===== config.mk =====
export PLATFORM = sky130hd
export DESIGN_NAME = pmgr_cmd_exec
export DESIGN_NICKNAME = d
export VERILOG_FILES = /design/src/rtl/pmgr_pkg.sv /design/src/rtl/pmgr_calendar.sv /design/src/rtl/pmgr_decode.sv /design/src/rtl/pmgr_cmd_exec.sv
export SDC_FILE = /design/constraint.sdc
export NUM_CORES = 1
export LEC_CHECK = 0
export ABC_AREA = 0
export BUFFER_PORTS_ARGS = -buffer_cell sky130_fd_sc_hd__buf_2
export CAP_MARGIN = 0
export CORE_ASPECT_RATIO = 1.5
export CORE_MARGIN = 1.5
export CORE_UTILIZATION = 50
export DETAILED_ROUTE_END_ITERATION = 6
export PLACE_DENSITY = 0.72
export SETUP_SLACK_MARGIN = 0.5
export SYNTH_ARGS = -nofsm -noshare
export SYNTH_HDL_FRONTEND = slang
export SYNTH_SLANG_ARGS = --single-unit
export TNS_END_PERCENT = 10

===== constraint.sdc =====
create_clock -name clk -period 6.7 [get_ports clk]
set_clock_uncertainty 0.15 [all_clocks]
set_input_delay 0 -clock clk [delete_from_list [all_inputs] [get_ports clk]]
set_output_delay 0 -clock clk [all_outputs]
set_load 0.03 [all_outputs]

===== src/rtl/pmgr_pkg.sv =====
package pmgr_pkg;
  localparam logic [7:0] OP_GET_CLK  = 8'h38;
  localparam logic [7:0] OP_SET_CLK  = 8'h30;
  localparam logic [7:0] OP_SHUTDOWN = 8'h7E;
  localparam logic [7:0] OP_REBOOT   = 8'hD0;
  localparam logic [7:0] OP_VERSION  = 8'hEA;
  localparam logic [7:0] OP_DL_STAT  = 8'hE2;
  localparam logic [7:0] OP_LID      = 8'hDC;
  localparam logic [7:0] OP_READY    = 8'hDF;
  localparam logic [7:0] OP_PWR_EVT  = 8'h8F;

  localparam logic [31:0] OFF_SIGNATURE = 32'h4D41_5454;
  localparam logic [31:0] EPOCH_1970    = 32'd2082844800;

  localparam logic [7:0] VERSION_VAL = 8'h01;
  localparam logic [7:0] DL_STAT_VAL = 8'h62;
  localparam logic [7:0] LID_VAL     = 8'h00;
endpackage


===== src/rtl/pmgr_calendar.sv =====
module pmgr_calendar #(
  parameter logic [31:0] START_TIME = 32'd2082844800
) (
  input  logic        clk,
  input  logic        rst_n,
  input  logic        tick,
  input  logic        load,
  input  logic [31:0] load_val,
  output logic [31:0] now
);
  logic [31:0] secs_q, secs_d, ofs_q;

  assign secs_d = secs_q + {31'd0, tick};
  assign now    = secs_q + ofs_q;

  always_ff @(posedge clk) begin
    if (!rst_n) begin
      secs_q <= '0;
      ofs_q  <= START_TIME;
    end else begin
      secs_q <= secs_d;
      if (load) ofs_q <= load_val - secs_d;
    end
  end

  assert_tick_advance_R2: assert property (@(posedge clk) disable iff (!rst_n)
    tick && !load |=> now == $past(now) + 32'd1);
  assert_idle_hold_R2: assert property (@(posedge clk) disable iff (!rst_n)
    !tick && !load |=> $stable(now));
  assert_load_value_R3: assert property (@(posedge clk) disable iff (!rst_n)
    load |=> now == $past(load_val));
endmodule


===== src/rtl/pmgr_decode.sv =====
module pmgr_decode
  import pmgr_pkg::*;
#(
  parameter int ARG_MAX = 4,
  parameter int RSP_MAX = 8,
  localparam int SW = $clog2(RSP_MAX + 1)
) (
  input  logic [7:0]           code,
  input  logic [7:0]           arg_cnt,
  input  logic [8*ARG_MAX-1:0] args,
  input  logic                 exp_var,
  input  logic [7:0]           exp_len,
  input  logic [31:0]          now,
  output logic [8*RSP_MAX-1:0] rsp,
  output logic [SW-1:0]        size,
  output logic                 err,
  output logic                 shut,
  output logic                 boot,
  output logic                 load,
  output logic [31:0]          load_val
);
  logic [31:0] arg_word;
  logic [7:0]  sub;
  logic [SW-1:0] exp_cap;

  assign arg_word = {args[7:0], args[15:8], args[23:16], args[31:24]};
  assign sub      = args[7:0];
  assign exp_cap  = (exp_len > 8'(RSP_MAX)) ? SW'(RSP_MAX) : exp_len[SW-1:0];
  assign load_val = arg_word;

  always_comb begin
    rsp  = '0;
    size = '0;
    err  = 1'b0;
    shut = 1'b0;
    boot = 1'b0;
    load = 1'b0;
    case (code)
      OP_GET_CLK: begin
        if (arg_cnt != 8'd0) err = 1'b1;
        else begin
          rsp[7:0]   = now[31:24];
          rsp[15:8]  = now[23:16];
          rsp[23:16] = now[15:8];
          rsp[31:24] = now[7:0];
          size = SW'(4);
        end
      end
      OP_SET_CLK: begin
        if (arg_cnt != 8'd4) err = 1'b1;
        else load = 1'b1;
      end
      OP_SHUTDOWN: begin
        if (arg_cnt != 8'd4) err = 1'b1;
        else begin
          size = SW'(1);
          shut = (arg_word == OFF_SIGNATURE);
        end
      end
      OP_REBOOT: begin
        if (arg_cnt != 8'd0) err = 1'b1;
        else boot = 1'b1;
      end
      OP_VERSION: begin
        rsp[7:0] = VERSION_VAL;
        size = SW'(1);
      end
      OP_DL_STAT: begin
        rsp[7:0] = DL_STAT_VAL;
        size = SW'(1);
      end
      OP_LID: begin
        rsp[7:0] = LID_VAL;
        size = SW'(1);
      end
      OP_READY: ;
      OP_PWR_EVT: begin
        if (arg_cnt == 8'd0) err = 1'b1;
        else begin
          case (sub)
            8'd0, 8'd3: size = SW'(2);
            8'd1, 8'd2, 8'd4, 8'd5: ;
            default: err = 1'b1;
          endcase
        end
      end
      default: begin
        if (!exp_var) size = exp_cap;
      end
    endcase
  end
endmodule


===== src/rtl/pmgr_cmd_exec.sv =====
module pmgr_cmd_exec
  import pmgr_pkg::*;
#(
  parameter int ARG_MAX = 4,
  parameter int RSP_MAX = 8,
  parameter logic [31:0] START_TIME = EPOCH_1970,
  localparam int SW = $clog2(RSP_MAX + 1)
) (
  input  logic                 clk,
  input  logic                 rst_n,
  input  logic                 sec_tick,
  input  logic                 cmd_valid,
  output logic                 cmd_ready,
  input  logic [7:0]           cmd_code,
  input  logic [7:0]           cmd_len,
  input  logic [8*ARG_MAX-1:0] cmd_args,
  input  logic                 cmd_rsp_var,
  input  logic [7:0]           cmd_rsp_len,
  output logic                 rsp_valid,
  input  logic                 rsp_ready,
  output logic [8*RSP_MAX-1:0] rsp_data,
  output logic [SW-1:0]        rsp_size,
  output logic                 rsp_err,
  output logic                 shutdown_req,
  output logic                 reset_req
);
  logic                 accept;
  logic [31:0]          now;
  logic [8*RSP_MAX-1:0] dec_rsp;
  logic [SW-1:0]        dec_size;
  logic                 dec_err, dec_shut, dec_boot, dec_load;
  logic [31:0]          dec_load_val;

  assign cmd_ready = !rsp_valid;
  assign accept    = cmd_valid && !rsp_valid;

  pmgr_calendar #(.START_TIME(START_TIME)) u_cal (
    .clk(clk), .rst_n(rst_n), .tick(sec_tick),
    .load(accept && dec_load), .load_val(dec_load_val), .now(now)
  );

  pmgr_decode #(.ARG_MAX(ARG_MAX), .RSP_MAX(RSP_MAX)) u_dec (
    .code(cmd_code), .arg_cnt(cmd_len), .args(cmd_args),
    .exp_var(cmd_rsp_var), .exp_len(cmd_rsp_len), .now(now),
    .rsp(dec_rsp), .size(dec_size), .err(dec_err),
    .shut(dec_shut), .boot(dec_boot), .load(dec_load), .load_val(dec_load_val)
  );

  always_ff @(posedge clk) begin
    if (!rst_n) begin
      rsp_valid    <= 1'b0;
      rsp_data     <= '0;
      rsp_size     <= '0;
      rsp_err      <= 1'b0;
      shutdown_req <= 1'b0;
      reset_req    <= 1'b0;
    end else begin
      shutdown_req <= accept && dec_shut;
      reset_req    <= accept && dec_boot;
      if (accept) begin
        rsp_valid <= 1'b1;
        rsp_data  <= dec_rsp;
        rsp_size  <= dec_size;
        rsp_err   <= dec_err;
      end else if (rsp_ready) begin
        rsp_valid <= 1'b0;
      end
    end
  end

  assert_hold_R1: assert property (@(posedge clk) disable iff (!rst_n)
    rsp_valid && !rsp_ready |=> rsp_valid && $stable(rsp_data) && $stable(rsp_size) && $stable(rsp_err));
  assert_accept_R1: assert property (@(posedge clk) disable iff (!rst_n)
    cmd_valid && cmd_ready |=> rsp_valid);
  assert_off_reply_R4: assert property (@(posedge clk) disable iff (!rst_n)
    shutdown_req |-> rsp_valid && rsp_size == SW'(1) && rsp_data[7:0] == 8'h00);
  assert_off_pulse_R4: assert property (@(posedge clk) disable iff (!rst_n)
    shutdown_req |=> !shutdown_req);
  assert_boot_pulse_R5: assert property (@(posedge clk) disable iff (!rst_n)
    reset_req |-> rsp_valid && rsp_size == '0 && !shutdown_req);
  assert_err_quiet_R9: assert property (@(posedge clk) disable iff (!rst_n)
    rsp_valid && rsp_err |-> rsp_size == '0 && !shutdown_req && !reset_req);
  assert_size_cap_R8: assert property (@(posedge clk) disable iff (!rst_n)
    rsp_valid |-> rsp_size <= SW'(RSP_MAX));
endmodule


Word level (Yosys, flattened, before mapping):

Index checks and enable logic that the tools add are counted.

* order comparisons: 1
* equal/unequal tests: 16
* add/sub/neg operators: 3
* reduce and logical (&&, ||, !) cells: 15
* muxes and demuxes: 23

Operators with widths (number)
* 8-bit equality test, second input constant: 6
* 32-bit by 1-bit adder with 32-bit output: 1
* 32-bit adder: 1
* 32-bit by 31-bit equality test with 1-bit output, second input constant: 1
* 32-bit 2-to-1 mux: 1
* 32-bit subtractor: 1
* 24-bit 2-to-1 mux: 1
* 8-bit case mux with 3 select lines: 1
* 4-bit case mux with 5 select lines: 1
* 8-bit by 2-bit equality test with 1-bit output, second input constant: 2
* 8-bit by 3-bit equality test with 1-bit output, second input constant: 2
* 8-bit by 6-bit equality test with 1-bit output, second input constant: 2
* 8-bit zero test: 2
* 1-bit 2-to-1 mux: 13
* 4-bit 2-to-1 mux: 3
* 8-bit by 1-bit equality test with 1-bit output, second input constant: 1
* 8-bit by 7-bit equality test with 1-bit output, second input constant: 1
* 8-bit by 4-bit > comparator with 1-bit output, second input constant: 1
* 8-bit by 3-bit inequality test with 1-bit output, second input constant: 1
* 8-bit nonzero test: 1
* 2-bit OR reduction: 3
* 3-bit OR reduction: 2
* 6-bit OR reduction: 1
* 1-bit logical AND: 4
* 5 further kinds: 5

* register bits: 104
* output and inout port bits: 73

Longest topological paths before layout:

* word-level depth: 5
* depth in mapped cells: 18

By module:

Synthesis repeated with hierarchy kept, for this count alone.

* cell total of the unflattened synthesis: 1316
* area total of the unflattened synthesis: 10561.4 um2

Modules (own cells, without submodules)
* pmgr_calendar: cells an instance 833, area each 6398.6 um2, times used 1, sequential area each 1281.2 um2
* pmgr_cmd_exec: cells an instance 310, area each 2941.6 um2, times used 1, sequential area each 1441.4 um2
* pmgr_decode: cells an instance 173, area each 1221.2 um2, times used 1, sequential area each 0.0 um2

Least setup slack after synthesis:

Ideal clock, no wire load.

* kind: register -> register
* start point: register u_cal.secs_q[7]
* end point: register u_cal.ofs_q[28]
* path buffers: 0
* arrival: 3820 ps
* library setup time: 119 ps
* path slack: 2611 ps
* cell stages (with the launch flop): 17
* path through: dfxtp_1 -> nand4_4 -> or3_4 -> nor4_1 -> xnor2_1 -> ha_1 -> nand4_1 -> nor3b_1 -> o21ai_0 -> o311ai_4 -> a41oi_2 -> o41a_1 -> maj3_2 -> o21ai_1 -> a21o_1 -> xnor2_1 -> o21ai_1

* longest elaborated chain between the ends: 2

Ends and longest elaborated chain
* start: declaration: line pmgr_calendar.sv:11 `logic [31:0] secs_q, secs_d, ofs_q;`
* start signal: assignment: line pmgr_calendar.sv:21 `secs_q <= secs_d;`
* 32-bit by 1-bit adder with 32-bit output: line pmgr_calendar.sv:13 `assign secs_d = secs_q + {31'd0, tick};`
* 32-bit subtractor: line pmgr_calendar.sv:22 `if (load) ofs_q <= load_val - secs_d;`
* end signal: assignment: line pmgr_calendar.sv:22
* end: declaration: line pmgr_calendar.sv:11

No other way between the ends.
A chain may end at the register's enable or synchronous reset.

Worst setup path in the final report:

Same ends and word-level chain as after synthesis.

==> impl_results.md <==
- Outcome: complete, but fails checks
- Failing checks: hold timing
- Final GP Congestion: 0.945
- Tmin final: 4.64 ns
- Initial antenna violation count: 0
- Synth cell types: 83
- Tightest Pin Transition: 1.08 ns
- Cell area after synthesis: 7780 um2
- Final instance area: 8860 um2
- Synth Area in Adders: 10.7%
- Vias per cell: 5.72
- Die ar.: 16300 um2
- Worst-path clk slew: 0.08 ns
- Worst path bufs/invs: 0
- Detailed Place HPWL: 17100 um
- Clk_lat worst skew: 0.36 ns
- Via Count: 7384
- Congestion Overflow GR: 0
- Max clock buf depth: 2
- HP Class: in2reg
- Total power: 0.00140 W
- Max FO, Critical Path: 6
- Layout cells sized above 1: 14.4%
- Setup crit start kind: flip-flop
- Final hold vios: 1
- Die Wd: 105 um
- Top cell type's share of synthesized area: 26.8%
- Max_cap viols: 0
- Starting Density: 51.4%
- Critical Path RT: 6.79 ns
- Top Family by Delay on Critical Path: simple AND/OR/NAND/NOR gates
- Compound-gate portion of the synthesized area: 23.3%
- Antenna Cells: 0
- Pin count of the biggest net entering global routing: 78
- TritonCTS clock tree: built
- Number of core rows: 55
- Most area-consuming cells after synthesis: dfxtp_1 (27%), ha_1 (9.8%), xnor2_1 (5.4%)
- Largest family of logic cells by synthesized area: compound AO/OA/AOI/OAI gates
- Clk sinks: 104
- Top Ports: 135
- Leak pwr: 3.88 nW
- Root buffer cell: clkbuf_16
- RSZ-0062 raised after global routing: no
- Routed len/inst: 17.1 um
- Critical path type: reg2reg
- Async set-reset flop share out of synthesis: 0%
- Yosys warns: 0
- Yosys top cell by area: dfxtp_1
- Synth Instances: 975
- Post-synthesis share of cell area spent on xor and xnor gates: 9.75%
- Power per cell area: 158 nW/um2
- Htree depth: 3
- Avg Inst Size Synth: 7.98 um2
- Core box area: 15100 um2
- Final period utilization: 69.3%
- Pins Over Slew Limit: 0
- Port bufs: 102
- Placed standard-cell area: 8290 um2
- DRC violations left: 0
- Number of synthesized flops with an enable pin: 0
- Seq/Total Area, Yosys: 26.8%
- DRT Wirelength: 22000 um
- Slew margin rel.: 27.8%
- Die Height: 156 um
- Synth Flop Type: dfxtp_1
- CTS resizes: 0
- Simple-gate portion of the synthesized area: 22.0%
- Vias in the first global route: 7021
- CP endpoint kind: flip-flop
- DRT iter0 DRCs: 358
- WP data arrival: 4.73 ns
- Slowest stage delay, CP: 0.53 ns
- Crit-path cells: nand4_4 -> or3_4 -> nor4_1 -> xnor2_1 -> ha_1 -> nand4_1 -> nor3b_1 -> o21ai_0 -> o311ai_4 -> a41oi_2 -> o41a_1 -> maj3_2 -> o21ai_1 -> a21o_1 -> xnor2_1 -> o21ai_1
- Global-route wire length before repair: 34600 um
- Final setup fails: 0
- CP max stage cell: nor4_1
- Setup TNS: 0 ns
- ANT nets after route: 0
- Final nets: 1211
- DRT Pass-1 Iters: 5
- Total GRT Usage: 26.6%
- #FFs+latches synth: 104
- CTS buffer count: 9
- Synth-to-layout area growth: 13.9%
- Post-synthesis mux area share: 0.643%
- Highest clock rate: 215 MHz
- Maximum vdd drop: 0.112 mV
- Final hold slack: -0.00892 ns
[layout by cell type, fill, tap and decap left out, drive strengths merged, types with 10 or more instances in the layout]
cell type    count
nor4            10
nor2b           13
nand4           16
buf            106
a22oi           10
xor2            35
a211oi          14
xnor2           49
dfxtp          104
nor2           103
nand2          104
o21ai           54
ha              61
o211ai          10
nand2b          15
nor3            12
inv             36
a21o            33
nand3           31
conb            32
a21oi           82
dlygate4sd3     26
[registers in the layout (all words and copies together) (netlist names)]
name and flops:
shutdown_req 1, rsp_err 1, rsp_valid 1, reset_req 1, u_cal.ofs_q 32, rsp_size 4
rsp_data 32, u_cal.secs_q 32
[power breakdown]
group          internal [W]  total [W]  switching [W]
Sequential         0.000622   0.000625     0.00000340
Combinational     0.0000788   0.000217       0.000138
Clock              0.000299   0.000558       0.000259
Total               0.00100    0.00140       0.000400
[tightest hold or removal path, stage by stage]
cell     delay (ns)
buf_2          0.13
o31ai_1        0.09
o21ai_0        0.14
a31oi_1        0.08
[cell usage after synthesis (11+ instances only)]
master / n
a211oi_1: 11
a21o_1: 31
a21oi_1: 82
buf_4: 32
clkbuf_1: 26
dfxtp_1: 104
ha_1: 61
inv_1: 31
nand2_1: 104
nand2b_1: 15
nand3_1: 30
nand4_1: 14
nor2_1: 101
nor2b_1: 13
nor3_1: 11
o21ai_0: 46
xnor2_1: 48
xor2_1: 33
[logic make-up (layout without fill, tap and decap cells)]
kind of cell             after synthesis  after routing
multiplexers                           5              5
flip-flops                           104            104
AND/OR/NAND/NOR                      345            345
XOR/XNOR                              84             84
other                                  1             32
AO/OA/AOI/OAI                        274            274
buffers and inverters                 96            181
adder cells (fa/ha/maj)               66             66
[final cells by class]
class                           instances  area [um2]
Sequential cell                       104        2080
Clock inverter                          7        87.6
Timing Repair Buffer                  132         801
Clock buffer                            9         225
Multi-Input combinational cell        806        5290
Inverter                               33         124
Fill cell                            1438        6280
Tap cell                              199         249
[metal layers]
| layer | wire (um) | up-vias | part of all wire, % | track usage (%) |
|---|---|---|---|---|
| met5 | 0 | - | 0 | 0 |
| met4 | 1350 | 0 | 6.1 | 17.4 |
| met3 | 784 | 64 | 3.6 | 2.38 |
| met2 | 11200 | 223 | 51 | 49.3 |
| met1 | 8710 | 3439 | 40 | 28.5 |
| li1 | - | 3658 | - | - |
[what timing repair did]
action                    in CTS  in global routing
hold buffers                  26                  0
setup buffers                  0                  0
hold endpoints to repair      20                  0
[stage by stage]
stage	hold slack (ns)	setup slack [ns]	cells	util [%]
after CTS	0.00503	2.07	1290	58.5
after global placement	0.0396	2.28	1248	54.8
after floorplan	-0.0513	2.61	1006	-
after detailed placement	0.0395	2.12	1248	54.8
after global routing	0.0314	1.72	1290	58.5
final	-0.00892	2.06	1290	58.5
[worst paths after layout]
check                   from         endpoint  slack [ns]  depth (start not counted)
max          u_cal.secs_q[7]  u_cal.ofs_q[28]        2.06                         16
min              cmd_code[2]          rsp_err      -0.009                          4
max reg2reg  u_cal.secs_q[7]  u_cal.ofs_q[28]        2.06                         16
min reg2reg     rsp_data[14]     rsp_data[14]        0.30                          2
Power figures use the tool's default switching activity.
